File: src/rtl/pwrdn_clk_ctrl.sv
module pwrdn_clk_ctrl #(
  parameter int IRQ_W       = 8,
  parameter int LOCK_CYCLES = 64
) (
  input  logic             clk,
  input  logic             rst_n,
  input  logic             wr_en,
  input  logic [15:0]      wr_data,
  output logic [15:0]      ctrl_rd,
  input  logic             dbg_attached,
  input  logic [IRQ_W-1:0] irq_pending,
  input  logic [IRQ_W-1:0] irq_enable,
  input  logic             pll_locked,
  output logic             pll_in_en,
  output logic             pll_out_en,
  output logic             locking,
  output logic [1:0]       pd_level,
  output logic             cpu_clk_on,
  output logic             dma_clk_on,
  output logic             cpu_gclk,
  output logic             dma_gclk
);

  localparam int CNT_W = (LOCK_CYCLES > 1) ? $clog2(LOCK_CYCLES) : 1;
  localparam logic [CNT_W-1:0] CNT_LAST = CNT_W'(LOCK_CYCLES - 1);

  localparam logic [5:0] C_PD1_EN  = 6'b001001;
  localparam logic [5:0] C_PD1_ANY = 6'b010001;
  localparam logic [5:0] C_PD2     = 6'b011010;
  localparam logic [5:0] C_PD3     = 6'b011100;

  typedef enum logic [2:0] {S_LOCK, S_RUN, S_LIGHT, S_MED, S_DEEP} state_t;

  state_t           state_q, state_d;
  logic [15:0]      ctrl_q;
  logic [CNT_W-1:0] cnt_q;
  logic             any_wake_q;
  logic [5:0]       code;
  logic             wake;
  logic             lock_done;

  assign code      = ctrl_q[15:10];
  assign lock_done = pll_locked && (cnt_q == CNT_LAST);
  assign wake      = (state_q == S_LIGHT) &&
                     (any_wake_q ? |irq_pending : |(irq_pending & irq_enable));

  always_comb begin
    state_d = state_q;
    case (state_q)
      S_LOCK:  if (lock_done) state_d = S_RUN;
      S_RUN:   if (!dbg_attached) begin
                 if (code == C_PD1_EN || code == C_PD1_ANY) state_d = S_LIGHT;
                 else if (code == C_PD2)                     state_d = S_MED;
                 else if (code == C_PD3)                     state_d = S_DEEP;
               end
      S_LIGHT: if (wake) state_d = S_RUN;
      default: state_d = state_q;
    endcase
  end

  always_ff @(posedge clk or negedge rst_n) begin
    if (!rst_n) begin
      state_q    <= S_LOCK;
      ctrl_q     <= '0;
      cnt_q      <= '0;
      any_wake_q <= 1'b0;
    end else begin
      state_q <= state_d;
      if (wr_en)     ctrl_q         <= wr_data;
      else if (wake) ctrl_q[15:10]  <= 6'b000000;
      if (state_q == S_LOCK && pll_locked && !lock_done) cnt_q <= cnt_q + 1'b1;
      else                                                cnt_q <= '0;
      if (state_q == S_RUN && state_d == S_LIGHT) any_wake_q <= (code == C_PD1_ANY);
    end
  end

  always_ff @(negedge clk or negedge rst_n) begin
    if (!rst_n) begin
      cpu_clk_on <= 1'b0;
      dma_clk_on <= 1'b0;
    end else begin
      cpu_clk_on <= (state_q == S_RUN);
      dma_clk_on <= (state_q == S_RUN) || (state_q == S_LIGHT);
    end
  end

  assign cpu_gclk   = clk & cpu_clk_on;
  assign dma_gclk   = clk & dma_clk_on;
  assign pll_out_en = (state_q == S_RUN) || (state_q == S_LIGHT);
  assign pll_in_en  = (state_q != S_DEEP);
  assign locking    = (state_q == S_LOCK);
  assign ctrl_rd    = ctrl_q;

  always_comb begin
    case (state_q)
      S_LIGHT: pd_level = 2'd1;
      S_MED:   pd_level = 2'd2;
      S_DEEP:  pd_level = 2'd3;
      default: pd_level = 2'd0;
    endcase
  end

endmodule

File: config.mk
export PLATFORM = sky130hd
export DESIGN_NAME = pwrdn_clk_ctrl
export DESIGN_NICKNAME = d
export VERILOG_FILES = /design/src/rtl/pwrdn_clk_ctrl.sv
export SDC_FILE = /design/constraint.sdc
export NUM_CORES = 1
export LEC_CHECK = 0
export BUFFER_PORTS_ARGS = -buffer_cell sky130_fd_sc_hd__buf_2
export CAP_MARGIN = 20
export CORE_ASPECT_RATIO = 0.7
export CORE_MARGIN = 2
export CORE_UTILIZATION = 46
export CTS_CLUSTER_SIZE = 40
export DETAILED_ROUTE_END_ITERATION = 16
export GPL_ROUTABILITY_DRIVEN = 0
export MAX_ROUTING_LAYER = met4
export PLACE_DENSITY = 0.79
export SLEW_MARGIN = 20
export SYNTH_ARGS = -nofsm -noshare
export SYNTH_HDL_FRONTEND = slang
export SYNTH_SLANG_ARGS = --single-unit
File: constraint.sdc
create_clock -name clk -period 2 [get_ports clk]
set_clock_uncertainty 0.15 [all_clocks]
set_input_delay 0.2 -clock clk [delete_from_list [all_inputs] [get_ports clk]]
set_output_delay 0.2 -clock clk [all_outputs]
set_load 0.1 [all_outputs]
# Yosys cells after proc, flatten, opt, wreduce, memory -nomap -nowiden
# Index checks and enable logic that the tools add are counted.
# word_totals
output_inout_bits,25
wordCells,46
regBits,28
inputBits,37
# op_classes
muxes,12
addsub,1
reduce_logical,12
eq_ne,11
bitwise_logic,3
# op_table
operator,n
"6-bit by 5-bit equality test with 1-bit output, second input constant",3
3-bit 2-to-1 mux,6
6-bit 2-to-1 mux,3
8-bit OR reduction,2
"3-bit by 2-bit equality test with 1-bit output, second input constant",3
3-bit case mux with 3 select lines,1
8-bit AND,1
"6-bit by 1-bit adder with 6-bit output, second input constant",1
"6-bit by 4-bit equality test with 1-bit output, second input constant",1
"6-bit equality test, second input constant",1
2-bit case mux with 3 select lines,1
1-bit logical AND,5
"3-bit by 1-bit equality test with 1-bit output, second input constant",1
"3-bit equality test, second input constant",1
3-bit zero test,1
"3-bit != test, second input constant",1
1-bit AND,2
1-bit logical OR,2
2-bit nonzero test,1
1-bit zero test,1
1-bit 2-to-1 mux,1

# Logic depth before layout (Yosys ltp)
# Gate-level depths: netlist of the first run.
# depth
ltp_word,8
depth_mapped,5
depth_no_buf,5

==> results of run 1 <==
==> layer usage <==
metal	routed length [um]	track usage (%)	vias up
li1	-	-	621
met2	2001	42.79	55
met5	0	-	-
met1	1583	32.02	635
met4	81	13.33	0
met3	171	7.159	9
==> metrics by stage <==
| step | total power (uW) | util (%) | setup slack [ps] | cell area (sq um) |
|---|---|---|---|---|
| final | 1692 | 78.69 | -487.8 | 2190 |
| after global routing | 1764 | 78.69 | -518.6 | 2190 |
| after CTS | 1712 | 78.55 | -497.0 | 2186 |
| after detailed placement | 1016 | 66.28 | -282.5 | 1844 |
| after global placement | 1007 | 66.28 | -269.1 | 1844 |
| after floorplan | 917.7 | - | -781.8 | 1404 |
==> final cells by class <==
| class | instances | area (sq um) | share of cell area [%] |
|---|---|---|---|
| Sequential cell | 28 | 701.9 | 32.06 |
| Multi-Input combinational cell | 90 | 660.6 | 30.17 |
| Timing Repair Buffer | 85 | 604.3 | 27.60 |
| Clock buffer | 9 | 136.4 | 6.229 |
| Tap cell | 36 | 45.04 | 2.057 |
| Clock inverter | 1 | 30.03 | 1.371 |
| Inverter | 3 | 11.26 | 0.5143 |
==> kinds of logic (layout without fill, tap and decap cells) <==
kind of cell / count (synthesis) / count (layout) / synth area share [%]
simple gates: 51 / 51 / 20.92
flops: 28 / 28 / 52.29
compound gates: 21 / 21 / 10.36
mux: 10 / 10 / 8.404
xor+xnor: 7 / 7 / 4.575
buf+inv: 7 / 98 / 2.521
fa+ha+maj: 1 / 1 / 0.9336
==> placed cells by master, fill, tap and decap left out, types with 3 or more instances in the layout <==
| cell | n |
|---|---|
| dlygate4sd3_1 | 18 |
| a21oi_1 | 3 |
| nor2_1 | 9 |
| xnor2_1 | 4 |
| o21ai_0 | 8 |
| clkbuf_8 | 7 |
| buf_12 | 6 |
| dfrtp_1 | 25 |
| nand3_1 | 5 |
| mux2_2 | 10 |
| buf_2 | 53 |
| nand2b_1 | 8 |
| nand2_1 | 7 |
| and3_1 | 3 |
| inv_1 | 3 |
| nand4b_1 | 3 |
| buf_4 | 9 |
==> registers in the layout (all words and copies together), names as in the netlist <==
name,flops
cpu_clk_on,1
ctrl_rd,16
state_q,3
cnt_q,6
dma_clk_on,1
any_wake_q,1
==> what timing repair did <==
action | CTS | global route
hold endpoints to repair | 43 | 0
setup buffers | 1 | 0
gates resized for setup | 10 | 1
cloned | 0 | 0
hold buffers | 18 | 0
pin swaps | 2 | 0
setup endpoints to repair | 10 | 11
==> worst paths after layout <==
path                                      start                      end  slack (ps)  cells after the start
max                        cpu_clk_on$_DFF_NN0_                 cpu_gclk        -490                      2
min                                dbg_attached     state_q[2]$_DFF_PN0_          20                      3
max reg2reg                state_q[1]$_DFF_PN0_     cpu_clk_on$_DFF_NN0_           0                      2
min reg2reg                  cnt_q[0]$_DFF_PN0_       cnt_q[0]$_DFF_PN0_         350                      1
max in group asynchronous                 rst_n     cpu_clk_on$_DFF_NN0_         710                      2
min in group asynchronous                 rst_n  ctrl_rd[14]$_DFFE_PN0P_         240                      3
==> critical path, delay by kind of cell (launching register included) <==
family	cells	cell delay (ps)
buf+inv	1	160
simple gates	1	150
flops	1	420
==> power by group <==
group / total [uW] / leakage (uW) / switching (uW) / internal, uW
sequential: 625 / 0.000351 / 27.8 / 597
clock: 657 / 0.0000895 / 219 / 438
combinational: 411 / 0.000589 / 305 / 106
==> impl_results.md, run 1 <==
- Run status: complete, but fails checks
- Failing checks: negative setup slack
- Largest net degree at the start of global routing: 27
- CP arrival: between 2000 and 2500 ps
- Synth Register Bits: 28
- Sequential-to-total area share from yosys stat: a little over half
- CTS tree: yes
- P_leak: 0.001030 uW
- Unrepaired setup endpoints after global routing: true
- Main flop type after synthesis: dfrtp_1
- Unique masters post-synth: 35
- Critical Path RT: ~1700 ps
- Area grow syn2layout: 63.40%
- Total Die Area: 3368 sq um
- Hold crit path type: in -> reg
- Grt ovf: 0
- Syn avg cell area: 10.72 sq um
- Post-synth EDFFs: 0
- Setup Viol. Count Final: 8
- I/O pin count: 62
- WHS: 19.68 ps
- Pwr per Cell Area: approximately 770 nW/um^2
- Clk_lat worst skew: 380 ps
- Vias in the first global route: 1378
- Fin Setup TNS: -2078 ps
- VDD IR max: about 650 uV
- ANT nets after route: 0
- Critical Path Source Type: flop
- Nets: 255
- # DRC: 0
- First-pass GRT wire length: between 6 and 7 mm
- Hpwl dp: 2.493 mm
- CTS clk-pin slew, worst paths: 100 ps
- Share of layout cells above drive strength 1: between 40% and 50%
- Final Instance Count excl. Fillers: 252
- CP Max Fanout: 2
- Area share of the largest cell type after synthesis: 48.55%
- Placed Instances: 226
- Initial Utilization: roughly half
- Port Buffers: 61
- Final setup margin: -487.8 ps
- Final hold violation count: 0
- Mapped Cells: 125
- Syn. warnings: 0
- Most frequent cell after synthesis: dfrtp_1
- Crit end category: primary output
- Antenna fix cells: 0
- Filler cell count: between 150 and 200
- Synthesized area: 1340 sq um
- Row count: 16
- Ys async rst share: 100.0%
- Crit-path cells: and2_4, buf_12
- Final slew viol count: 0
- Vias per inst: 5.238
- Worst-margin pin slew: about 490 ps
- Routed wire length: 3.838 mm
- Max cap viols: 0
- Synth area leaders: dfrtp_1, mux2_2, nand2b_1
- Slew margin rel.: 67.29%
- Synth cell count leaders: dfrtp_1, nor2_1, mux2_2
- CORE AREA: 2783 sq um
- Initial antenna violation count: 0
- Crit Path Class: reg -> out
- Yosys top cell by area: dfrtp_1
- Syn Nets: 163
- Die Span Y: 49.16 um
- Drt pass-1 iters: 4
- Largest stage delay, worst path: approximately 420 ps
- Routed vias: between 1000 and 1500
- Worst path slowest cell: dfrtn_1
- Die span in x: about 69 um
- Overall Global Routing Usage: 27.24%
- Initial detailed-routing violation count: about 130
- Drt wl/cell: between 15 and 20 um
Power figures use the tool's default switching activity.
==> run 2, diff against run 1 <==
--- a/config.mk
+++ b/config.mk
@@ -9,12 +9,12 @@
 export CAP_MARGIN = 20
 export CORE_ASPECT_RATIO = 0.7
 export CORE_MARGIN = 2
-export CORE_UTILIZATION = 46
+export CORE_UTILIZATION = 41
 export CTS_CLUSTER_SIZE = 40
 export DETAILED_ROUTE_END_ITERATION = 16
 export GPL_ROUTABILITY_DRIVEN = 0
 export MAX_ROUTING_LAYER = met4
-export PLACE_DENSITY = 0.79
+export PLACE_DENSITY = 0.74
 export SLEW_MARGIN = 20
 export SYNTH_ARGS = -nofsm -noshare
 export SYNTH_HDL_FRONTEND = slang
==> constraint.sdc (replaced) <==
create_clock -name clk -period 2.03 [get_ports clk]
set_clock_uncertainty 0.15 [all_clocks]
set_input_delay 0.203 -clock clk [delete_from_list [all_inputs] [get_ports clk]]
set_output_delay 0.203 -clock clk [all_outputs]
set_load 0.1 [all_outputs]
==> run 2 against run 1 <==
Net effect: the flow still finishes with violations (negative setup slack); via count fell by 0.45%; core utilization fell by 9.6 points; die area rose by 11%; global-route usage fell by 5.2 points; non-clock buffer count did not move; combinational power fell by 1%; register-to-register slack barely moved; flip-flop and latch count did not move; critical endpoint unchanged.
==> impl_results.md, run 2 (same netlist as run 1, synthesis figures left out) <==
- Run status: complete, but fails checks
- Failing checks: negative setup slack
- Most common cell after layout, fill and taps aside: buf_2
- Worst path slowest cell: dfrtn_1
- P_leak: 0.001018 uW (-1.1%)
- Overall Global Routing Usage: 22.07% (-5.2 points)
- Antenna fix cells: 0 (unchanged)
- Filler cell count: 226 (+30%)
- Hold_sp: dbg_attached
- Multi-input logic area: 660.6 sq um (unchanged)
- CP arrival: 2160 ps (+20 ps)
- Vias in the first global route: 1284 (-6.8%)
- First-pass GRT wire length: 5.830 mm (-9.7%)
- Final slew viol count: 0 (unchanged)
- # DRC: 0 (unchanged)
- CTS clk-pin slew, worst paths: 90 ps (about the same)
- DR top layer: met4
- I/O pin count: 62 (unchanged)
- Hold crit path type: in -> reg
- Initial Utilization: 42.86% (-5.3 points)
- Setup Viol. Count Final: 9 (+1)
- Row count: 17 (+1)
- Die Span Y: 51.83 um (+5.4%)
- Max FFs per register: 16 (unchanged)
- Final hold violation count: 0 (unchanged)
- Placed Instances: 228 (+0.88%)
- Drt wl/cell: 14.26 um (-6.4%)
- Crit-path cells: and2_4, buf_12
- Slew margin rel.: 67.21% (-0.077 points)
- CORE AREA: 3127 sq um (+12%)
- Final Instance Count excl. Fillers: 254 (+0.79%)
- Port Buffers: 61 (unchanged)
- RR Startpoint: state_q[0]$_DFF_PN0_
- Share of layout cells above drive strength 1: 46.30% (+0.46 points)
- Pwr per Cell Area: 728.3 nW/um^2 (-5.8%)
- Origin of the worst setup path: cpu_clk_on$_DFF_NN0_
- Fin Setup TNS: -2007 ps (+70.50 ps)
- Post-CTS Setup Inserts: 0 (-1)
- Area grow syn2layout: 61.25%
- Area occupied by registers: 703.2 sq um (+0.18%)
- CTS tree: yes
- Metal-1 WL: 1.466 mm (-7.4%)
- Drt pass-1 iters: 4 (unchanged)
- CP delay by family, top: flip-flops
- Total Die Area: 3749 sq um (+11%)
- DR WL met2: 1.840 mm (-8.0%)
- Critical Path Source Type: flop
- Routed vias: 1314 (-0.45%)
- Grt ovf: 0 (unchanged)
- Unrepaired setup endpoints after global routing: true
- Final setup margin: -479.6 ps (+8.241 ps)
- Metal3 WL: 233 um (+36%)
- Clk_lat worst skew: 380 ps (about the same)
- ANT nets after route: 0 (unchanged)
- Largest stage delay, worst path: 420 ps (about the same)
- Initial detailed-routing violation count: 53 (-58%)
- Routed wire length: 3.622 mm (-5.6%)
- Max cap viols: 0 (unchanged)
- Crit end category: primary output
- Nets: 255 (unchanged)
- Die span in x: 72.33 um (+5.6%)
- VDD IR max: 566.0 uV (-13%)
- CP Max Fanout: 2 (unchanged)
- Initial antenna violation count: 0 (unchanged)
- Most frequent cells in the layout: buf_2, dfrtp_1, dlygate4sd3_1
- Largest net degree at the start of global routing: 27 (unchanged)
- Vias per inst: 5.173 (-1.2%)
- Worst-margin pin slew: 495.2 ps (+1.172 ps)
- Crit Path Class: reg -> out
- Buf/Inv on CP: 1 (unchanged)
- Critical Path RT: 1680 ps (+30 ps)
- Hpwl dp: 2.466 mm (-1.1%)
-- run 2: cell types whose count changed in the layout (fill, tap and decap cells not counted), sizes merged --
cell | previous run | this run
bufinv | 1 | 0
clkbuf | 7 | 9
buf | 69 | 68
-- run 2: power by group --
part / total [uW] / switching (uW) / internal, uW
logic: 405 / 301 / 104
clock network: 554 / 212 / 341
registers: 615 / 26.5 / 588
-- run 2: path summary, 6_finish.rpt --
path	endpoint	cells after the start	slack, ps
min in group asynchronous	ctrl_rd[9]$_DFFE_PN0P_	3	250
worst max register to register	dma_clk_on$_DFF_NN0_	2	0
max in group asynchronous	dma_clk_on$_DFF_NN0_	2	710
worst min-delay path	state_q[2]$_DFF_PN0_	3	20
worst min register to register	cnt_q[0]$_DFF_PN0_	1	320
worst max-delay path	cpu_gclk	2	-480
-- run 2: what timing repair did --
item | CTS | global route
hold buffers | 18 | 0
pin swaps | 2 | 0
hold endpoints to repair | 43 | 0
endpoints found under the setup margin | 10 | 11
gates resized for setup | 10 | 2
-- run 2: stage by stage --
step / total power [uW] / utilization [%] / hold slack, ps / worst slack [ps] / instance area [sq um]
floorplan: 904.2 / - / -242.6 / -769.8 / 1404
global placement: 991.9 / 58.58 / 115.6 / -256.3 / 1832
detailed placement: 1003 / 58.58 / 121.8 / -276.0 / 1832
CTS: 1589 / 68.99 / 7.390 / -482.7 / 2157
global route: 1644 / 69.11 / 13.55 / -520.3 / 2161
finish: 1574 / 69.11 / 20.92 / -479.6 / 2161
-- run 2: worst reg2reg max path, cell delays in order, from the launching register on --
cell	delay, ps
dfrtp_1	480
xnor2_4	210
nor2_4	50
-- run 2: layout make-up --
type,count,area share [%]
flip-flops and latches,28,32.54
multi-input cells,90,30.57
repair buffers,85,27.21
clock buffers,10,6.948
well taps,38,2.200
inverters,3,0.5211
-- run 2: routing by layer --
layer	track usage (%)	vias to the layer above
met3	6.977	12
met1	25.12	611
met5	-	-
met2	33.79	61
met4	14.78	0
li1	-	630
